[src/rtl/rdist_pkg.sv]
package rdist_pkg;
  typedef enum logic [1:0] {
    MODE_SINGLE = 2'd0,
    MODE_DOUBLE = 2'd1,
    MODE_COMBO  = 2'd2,
    MODE_RSVD   = 2'd3
  } mode_e;

  typedef enum logic [2:0] {
    ST_IDLE,
    ST_ACT,
    ST_OPEN,
    ST_PRE,
    ST_GAP,
    ST_DONE
  } state_e;

  localparam logic [7:0] FILL_AGGR = 8'hAA;
  localparam logic [7:0] FILL_VICT = 8'h55;
endpackage

[src/rtl/rdist_row_gen.sv]
module rdist_row_gen #(
  parameter int ROW_W = 16
) (
  input  logic [ROW_W-1:0]  victim_i,
  input  rdist_pkg::mode_e  mode_i,
  input  logic              sel_i,
  output logic [ROW_W-1:0]  row_o
);
  logic [ROW_W-1:0] side [2];

  // side 0: row below the victim, side 1: row above
  for (genvar s = 0; s < 2; s++) begin : g_side
    if (s == 0) begin : g_lo
      assign side[s] = victim_i - ROW_W'(1);
    end else begin : g_hi
      assign side[s] = victim_i + ROW_W'(1);
    end
  end

  assign row_o = (mode_i == rdist_pkg::MODE_SINGLE) ? side[1] : side[sel_i];
endmodule

[src/rtl/rdist_on_sel.sv]
module rdist_on_sel #(
  parameter int TICK_W = 16,
  parameter int T_RAS  = 24
) (
  input  logic [TICK_W-1:0] t_on_i,
  input  rdist_pkg::mode_e  mode_i,
  input  logic              sel_i,
  output logic [TICK_W-1:0] on_o
);
  localparam logic [TICK_W-1:0] RAS = TICK_W'(T_RAS);

  logic [TICK_W-1:0] clamped;

  assign clamped = (t_on_i < RAS) ? RAS : t_on_i;
  // combined mode: lower aggressor is hammered at the minimum
  assign on_o = (mode_i == rdist_pkg::MODE_COMBO && !sel_i) ? RAS : clamped;
endmodule

[src/rtl/rdist_cmd_seq.sv]
module rdist_cmd_seq
  import rdist_pkg::*;
#(
  parameter  int NUM_ROWS = 65536,
  parameter  int TICK_W   = 16,
  parameter  int CNT_W    = 24,
  parameter  int ELAP_W   = 40,
  parameter  int T_RAS    = 24,
  localparam int ROW_W    = $clog2(NUM_ROWS)
) (
  input  logic              clk_i,
  input  logic              rst_ni,
  input  logic              start_i,
  input  logic [1:0]        mode_i,
  input  logic [ROW_W-1:0]  victim_i,
  input  logic [TICK_W-1:0] t_on_i,
  input  logic [TICK_W-1:0] t_rp_i,
  input  logic [CNT_W-1:0]  budget_i,
  output logic              cmd_act_o,
  output logic              cmd_pre_o,
  output logic [ROW_W-1:0]  row_o,
  output logic              busy_o,
  output logic              done_o,
  output logic              err_o,
  output logic [CNT_W-1:0]  act_cnt_o,
  output logic [ELAP_W-1:0] tick_cnt_o,
  output logic [7:0]        fill_aggr_o,
  output logic [7:0]        fill_vict_o
);
  localparam logic [ROW_W-1:0]  LAST_ROW = ROW_W'(NUM_ROWS - 1);
  localparam logic [TICK_W-1:0] ONE_T    = TICK_W'(1);

  state_e            state_q;
  mode_e             mode_q;
  logic [ROW_W-1:0]  victim_q, open_row_q, aggr_row;
  logic [TICK_W-1:0] ton_q, trp_q, tmr_q, on_eff, rp_eff;
  logic [CNT_W-1:0]  budget_q, act_cnt_q;
  logic [ELAP_W-1:0] tick_q;
  logic              sel_q, err_q, bad_in;

  rdist_row_gen #(.ROW_W(ROW_W)) u_row_gen (
    .victim_i (victim_q),
    .mode_i   (mode_q),
    .sel_i    (sel_q),
    .row_o    (aggr_row)
  );

  rdist_on_sel #(.TICK_W(TICK_W), .T_RAS(T_RAS)) u_on_sel (
    .t_on_i (ton_q),
    .mode_i (mode_q),
    .sel_i  (sel_q),
    .on_o   (on_eff)
  );

  assign bad_in = (victim_i == '0) || (victim_i >= LAST_ROW);
  assign rp_eff = (trp_q == '0) ? ONE_T : trp_q;

  always_ff @(posedge clk_i or negedge rst_ni) begin
    if (!rst_ni) begin
      state_q    <= ST_IDLE;
      mode_q     <= MODE_SINGLE;
      victim_q   <= '0;
      open_row_q <= '0;
      ton_q      <= '0;
      trp_q      <= '0;
      tmr_q      <= '0;
      budget_q   <= '0;
      act_cnt_q  <= '0;
      tick_q     <= '0;
      sel_q      <= 1'b0;
      err_q      <= 1'b0;
    end else begin
      case (state_q)
        ST_IDLE: begin
          if (start_i) begin
            mode_q    <= mode_e'(mode_i);
            victim_q  <= victim_i;
            ton_q     <= t_on_i;
            trp_q     <= t_rp_i;
            budget_q  <= budget_i;
            sel_q     <= 1'b0;
            act_cnt_q <= '0;
            tick_q    <= '0;
            err_q     <= bad_in;
            if (bad_in)              state_q <= ST_IDLE;
            else if (budget_i == '0) state_q <= ST_DONE;
            else                     state_q <= ST_ACT;
          end
        end
        ST_ACT: begin
          act_cnt_q  <= act_cnt_q + CNT_W'(1);
          tick_q     <= tick_q + ELAP_W'(1);
          sel_q      <= ~sel_q;
          open_row_q <= aggr_row;
          tmr_q      <= on_eff - ONE_T;
          state_q    <= ST_OPEN;
        end
        ST_OPEN: begin
          tick_q <= tick_q + ELAP_W'(1);
          if (tmr_q == ONE_T) state_q <= ST_PRE;
          else                tmr_q   <= tmr_q - ONE_T;
        end
        ST_PRE: begin
          tick_q <= tick_q + ELAP_W'(1);
          if (act_cnt_q == budget_q) begin
            state_q <= ST_DONE;
          end else if (rp_eff == ONE_T) begin
            state_q <= ST_ACT;
          end else begin
            tmr_q   <= rp_eff - ONE_T;
            state_q <= ST_GAP;
          end
        end
        ST_GAP: begin
          tick_q <= tick_q + ELAP_W'(1);
          if (tmr_q == ONE_T) state_q <= ST_ACT;
          else                tmr_q   <= tmr_q - ONE_T;
        end
        ST_DONE: state_q <= ST_IDLE;
        default: state_q <= ST_IDLE;
      endcase
    end
  end

  assign cmd_act_o   = (state_q == ST_ACT);
  assign cmd_pre_o   = (state_q == ST_PRE);
  assign row_o       = cmd_act_o ? aggr_row : open_row_q;
  assign busy_o      = (state_q == ST_ACT) || (state_q == ST_OPEN) ||
                       (state_q == ST_PRE) || (state_q == ST_GAP);
  assign done_o      = (state_q == ST_DONE);
  assign err_o       = err_q;
  assign act_cnt_o   = act_cnt_q;
  assign tick_cnt_o  = tick_q;
  assign fill_aggr_o = FILL_AGGR;
  assign fill_vict_o = FILL_VICT;

  // Checker state, driven from the command strobes only
  logic              chk_open_q;
  logic [TICK_W-1:0] chk_len_q;

  always_ff @(posedge clk_i or negedge rst_ni) begin
    if (!rst_ni) begin
      chk_open_q <= 1'b0;
      chk_len_q  <= '0;
    end else begin
      if (cmd_act_o)      chk_open_q <= 1'b1;
      else if (cmd_pre_o) chk_open_q <= 1'b0;
      if (cmd_act_o)              chk_len_q <= ONE_T;
      else if (chk_len_q != '1)   chk_len_q <= chk_len_q + ONE_T;
    end
  end

  a_r6_no_act_while_open: assert property (@(posedge clk_i) disable iff (!rst_ni)
    cmd_act_o |-> !chk_open_q);

  a_r7_pre_closes_open: assert property (@(posedge clk_i) disable iff (!rst_ni)
    cmd_pre_o |-> chk_open_q);

  a_r5_min_open_time: assert property (@(posedge clk_i) disable iff (!rst_ni)
    cmd_pre_o |-> (chk_len_q >= TICK_W'(T_RAS)));

  a_r4_hammer_side_exact: assert property (@(posedge clk_i) disable iff (!rst_ni)
    (cmd_pre_o && mode_q == MODE_COMBO && open_row_q == victim_q - ROW_W'(1))
      |-> (chk_len_q == TICK_W'(T_RAS)));

  a_r7_budget_bound: assert property (@(posedge clk_i) disable iff (!rst_ni)
    busy_o |-> (act_cnt_o <= budget_q));

  a_r8_done_pulse: assert property (@(posedge clk_i) disable iff (!rst_ni)
    done_o |=> !done_o);

  a_r10_err_quiet: assert property (@(posedge clk_i) disable iff (!rst_ni)
    err_o |-> !(cmd_act_o || cmd_pre_o || done_o));
endmodule

[config.mk]
export PLATFORM = sky130hd
export DESIGN_NAME = rdist_cmd_seq
export DESIGN_NICKNAME = d
export VERILOG_FILES = /design/src/rtl/rdist_pkg.sv /design/src/rtl/rdist_row_gen.sv /design/src/rtl/rdist_on_sel.sv /design/src/rtl/rdist_cmd_seq.sv
export SDC_FILE = /design/constraint.sdc
export NUM_CORES = 1
export LEC_CHECK = 0
export ABC_AREA = 1
export BUFFER_PORTS_ARGS = -buffer_cell sky130_fd_sc_hd__buf_2
export CORE_MARGIN = 2
export CORE_UTILIZATION = 45
export DETAILED_ROUTE_END_ITERATION = 12
export PLACE_DENSITY = 0.66
export SYNTH_ARGS = -nofsm -noshare
export SYNTH_HDL_FRONTEND = slang
export SYNTH_SLANG_ARGS = --single-unit
[constraint.sdc]
create_clock -name clk_i -period 3.2 [get_ports clk_i]
set_input_delay 0.64 -clock clk_i [delete_from_list [all_inputs] [get_ports clk_i]]
set_output_delay 0.64 -clock clk_i [all_outputs]
set_load 0.02 [all_outputs]
==> results_dict.tcl <==
set metrics [dict create \
    startpoint_type "flop" \
    status "completed" \
    path_class "reg -> out" \
    cellPowerDensity_nw_per_um2 900.2 \
    synth-edff-count 0 \
    cts.clk_slew.worst_paths_ps 80 \
    synth_seq_cells 175 \
    final_cells 2009 \
    core_um2 23540 \
    finalCriticalPeriod_ps 2951 \
    gp_congestion 0.9137 \
    drt_iter0_markers 856 \
    via_count 10490 \
    grt_max_degree 68 \
    dr.pass1.iters 6 \
    avgViaCountPerCell 5.220 \
    antenna_left 0 \
    cts_tree "yes" \
    grt_antenna_before_repair 1 \
    io_pins 178 \
    slew_headroom_pct 48.44 \
    cts_max_level 4 \
    post-place-ws_ps 566.0 \
    cts_setup_buffers 0 \
    dpl.cell_count 1977 \
    ys_warn_count 0 \
    gr-usage-all-layers_pct 24.43 \
    ys_seq_area_share_pct 40.58 \
    cts.path.max_buffers 2 \
    crit_required_ps 2560 \
    die_area_um2 25240 \
    ys.flop_type "dfrtp_1" \
    cp_common_cell "nand2_1" \
    avgSynthCellArea_um2 7.035 \
    synth_cell_type_count 44 \
    cap_viol_max_count 0 \
    cp_num_cells 11 \
    hold_class "in -> async" \
    max_stage_delay_ps 500 \
    die_w_um 158.9 \
    rows 56 \
    slew_viol_final 0 \
    reg2regPathDepth 11 \
    worstMarginPinSlew_ps 761.4 \
    synth_top_area_cell "dfrtp_1" \
    crit_end "row_o[13]" \
    synth_area_leaders "dfrtp_1, nand2_1, o21ai_0, inv_1, nor2_1" \
    diodes 0 \
    synth_commonest_cells "nand2_1, dfrtp_1, inv_1" \
    cp.arrival_ps 2310 \
    regToRegEndpoint "tmr_q[12]" \
    crit_path_end_kind "output pin" \
    grt_pass1_wl_um 50250 \
    cts_sinks 175 \
    skew_ps 18.74 \
    critPathSlowestCell "dfrtp_1" \
    grt_pass1_vias 9761 \
    grt_remaining_overflow 0 \
    die_h_um 158.9 \
    crit_chain "nand2_1, nor2_1, nand3_1, nor3_4, nand2_1, o21ai_1, nand2_1, nand3_1, o21ai_0, inv_1, buf_2" \
    r2r-start "ton_q[5]" \
    netlist_instances 1534 \
    post-route-period-util_pct 92.22 \
    synth_top_cell_area_share_pct 40.58 \
    rrSetupSlack_ps 550 \
    holdWs_ps 107.0 \
    critPathTopFamily "simple AND/OR/NAND/NOR gates" \
    start_util_pct 45.84 \
    finalWirelength_um 30970 \
    drc 0 \
    leakage_nw 6.101 \
    hold_violations 0 \
    finalSetupViolations 0 \
    areaGrowthSynthToFinish_pct 15.71 \
    timing.final.ws_setup_ps 248.8 \
    synthArstFlopShare_pct 100.0 \
    drive_above_1_share_pct 14.02 \
    cp_max_fo 7 \
    root_buffer "clkbuf_16" \
    final_nets 1763 \
    vdd_drop_max_uv 569.2 \
    clk_latency_ps 440 \
    synth.most_common_cell "nand2_1" \
    numCtsBuffers 17 \
    crit_start "victim_q[4]" \
    io_buffers 161 \
    clock.fmax_ghz 0.3389 \
    cp.buffers_inverters 2 \
    hpwl_um 23310 \
    netlist_area_um2 10790 \
    wl_per_cell_um 15.41 \
]
==> flip-flops by register name, indices dropped and copies added (netlist names) <==
register	count
err_o	1
state_q	3
sel_q	1
act_cnt_o	24
ton_q	16
trp_q	16
budget_q	24
victim_q	16
open_row_q	16
tmr_q	16
mode_q	2
tick_cnt_o	40
==> cell usage in the layout (no fill, tap or decap), drive strengths merged, types with 2 or more instances in the layout <==
cell type / instances
a31oi: 2
buf: 175
a21oi: 35
clkbuf: 17
nor2: 143
ha: 9
nand3: 99
clkinv: 8
nor4: 29
a211oi: 2
nand3b: 2
nand2: 479
inv: 174
xnor2: 26
o31ai: 2
o22ai: 20
o211ai: 2
o21ai: 140
o21bai: 4
or2: 3
o311ai: 2
nor3: 31
a21boi: 5
dfrtp: 175
conb: 16
nand4: 48
xor2: 37
==> stage by stage <==
| stage | area (um^2) | power, mW | util [%] | setup TNS, ps |
|---|---|---|---|---|
| after CTS | 12470 | 11.23 | 52.98 | 0 |
| final | 12490 | 11.24 | 53.04 | 0 |
| after detailed placement | 11860 | 9.016 | 50.36 | 0 |
| after global routing | 12490 | 12.17 | 53.04 | -0.6737 |
| after floorplan | 10840 | 7.480 | - | 0 |
| after global placement | 11860 | 8.960 | 50.36 | 0 |
==> power breakdown <==
part | leakage [nW] | switching (mW) | internal (mW)
Clock | 0.301 | 1.05 | 1.13
Combinational | 3.54 | 3.67 | 1.67
Sequential | 2.26 | 0.727 | 2.98
==> area by class of cell <==
| cell class | instances | area, um^2 |
|---|---|---|
| Multi-Input combinational cell | 1140 | 5515 |
| Clock inverter | 15 | 192.7 |
| Sequential cell | 175 | 4382 |
| Clock buffer | 17 | 425.4 |
| Timing Repair Buffer | 175 | 942.2 |
| Inverter | 168 | 630.6 |
| Tap cell | 319 | 399.1 |
| Fill cell | 2314 | 11060 |
==> timing repair <==
action	in CTS	in global routing
hold buffers	0	0
endpoints found under the setup margin	0	6
resized for setup	0	6
==> kinds of logic after synthesis <==
family / Yosys count / synth area share (%)
AOI/OAI and AO/OA: 216 / 10.76
xor gates and xnor gates: 63 / 5.113
adders and majority gates: 9 / 1.043
buffers and inverters: 233 / 8.904
DFF: 175 / 40.58
muxes: 1 / 0.09276
other: 2 / 0.06959
and+or+nand+nor: 835 / 33.44
==> worst min-delay path by stage <==
stage                             start              to  slack, ps  cells after the start
after global placement    open_row_q[2]   open_row_q[2]        470                      2
after global routing             rst_ni  tick_cnt_o[32]        130                      1
after floorplan                  rst_ni    act_cnt_o[0]        340                      0
final                            rst_ni  tick_cnt_o[31]        110                      1
after detailed placement  open_row_q[2]   open_row_q[2]        460                      2
after CTS                        rst_ni  tick_cnt_o[31]        120                      1
==> per-layer routing <==
metal | track usage [%] | share of wire (%) | up-vias
met1 | 35.06 | 47 | 4849
met5 | 0 | 0 | -
met2 | 38.92 | 46 | 353
li1 | - | - | 5258
met4 | 5.702 | 1.2 | 0
met3 | 3.814 | 6.3 | 26
(Power assumes the default switching activity.)
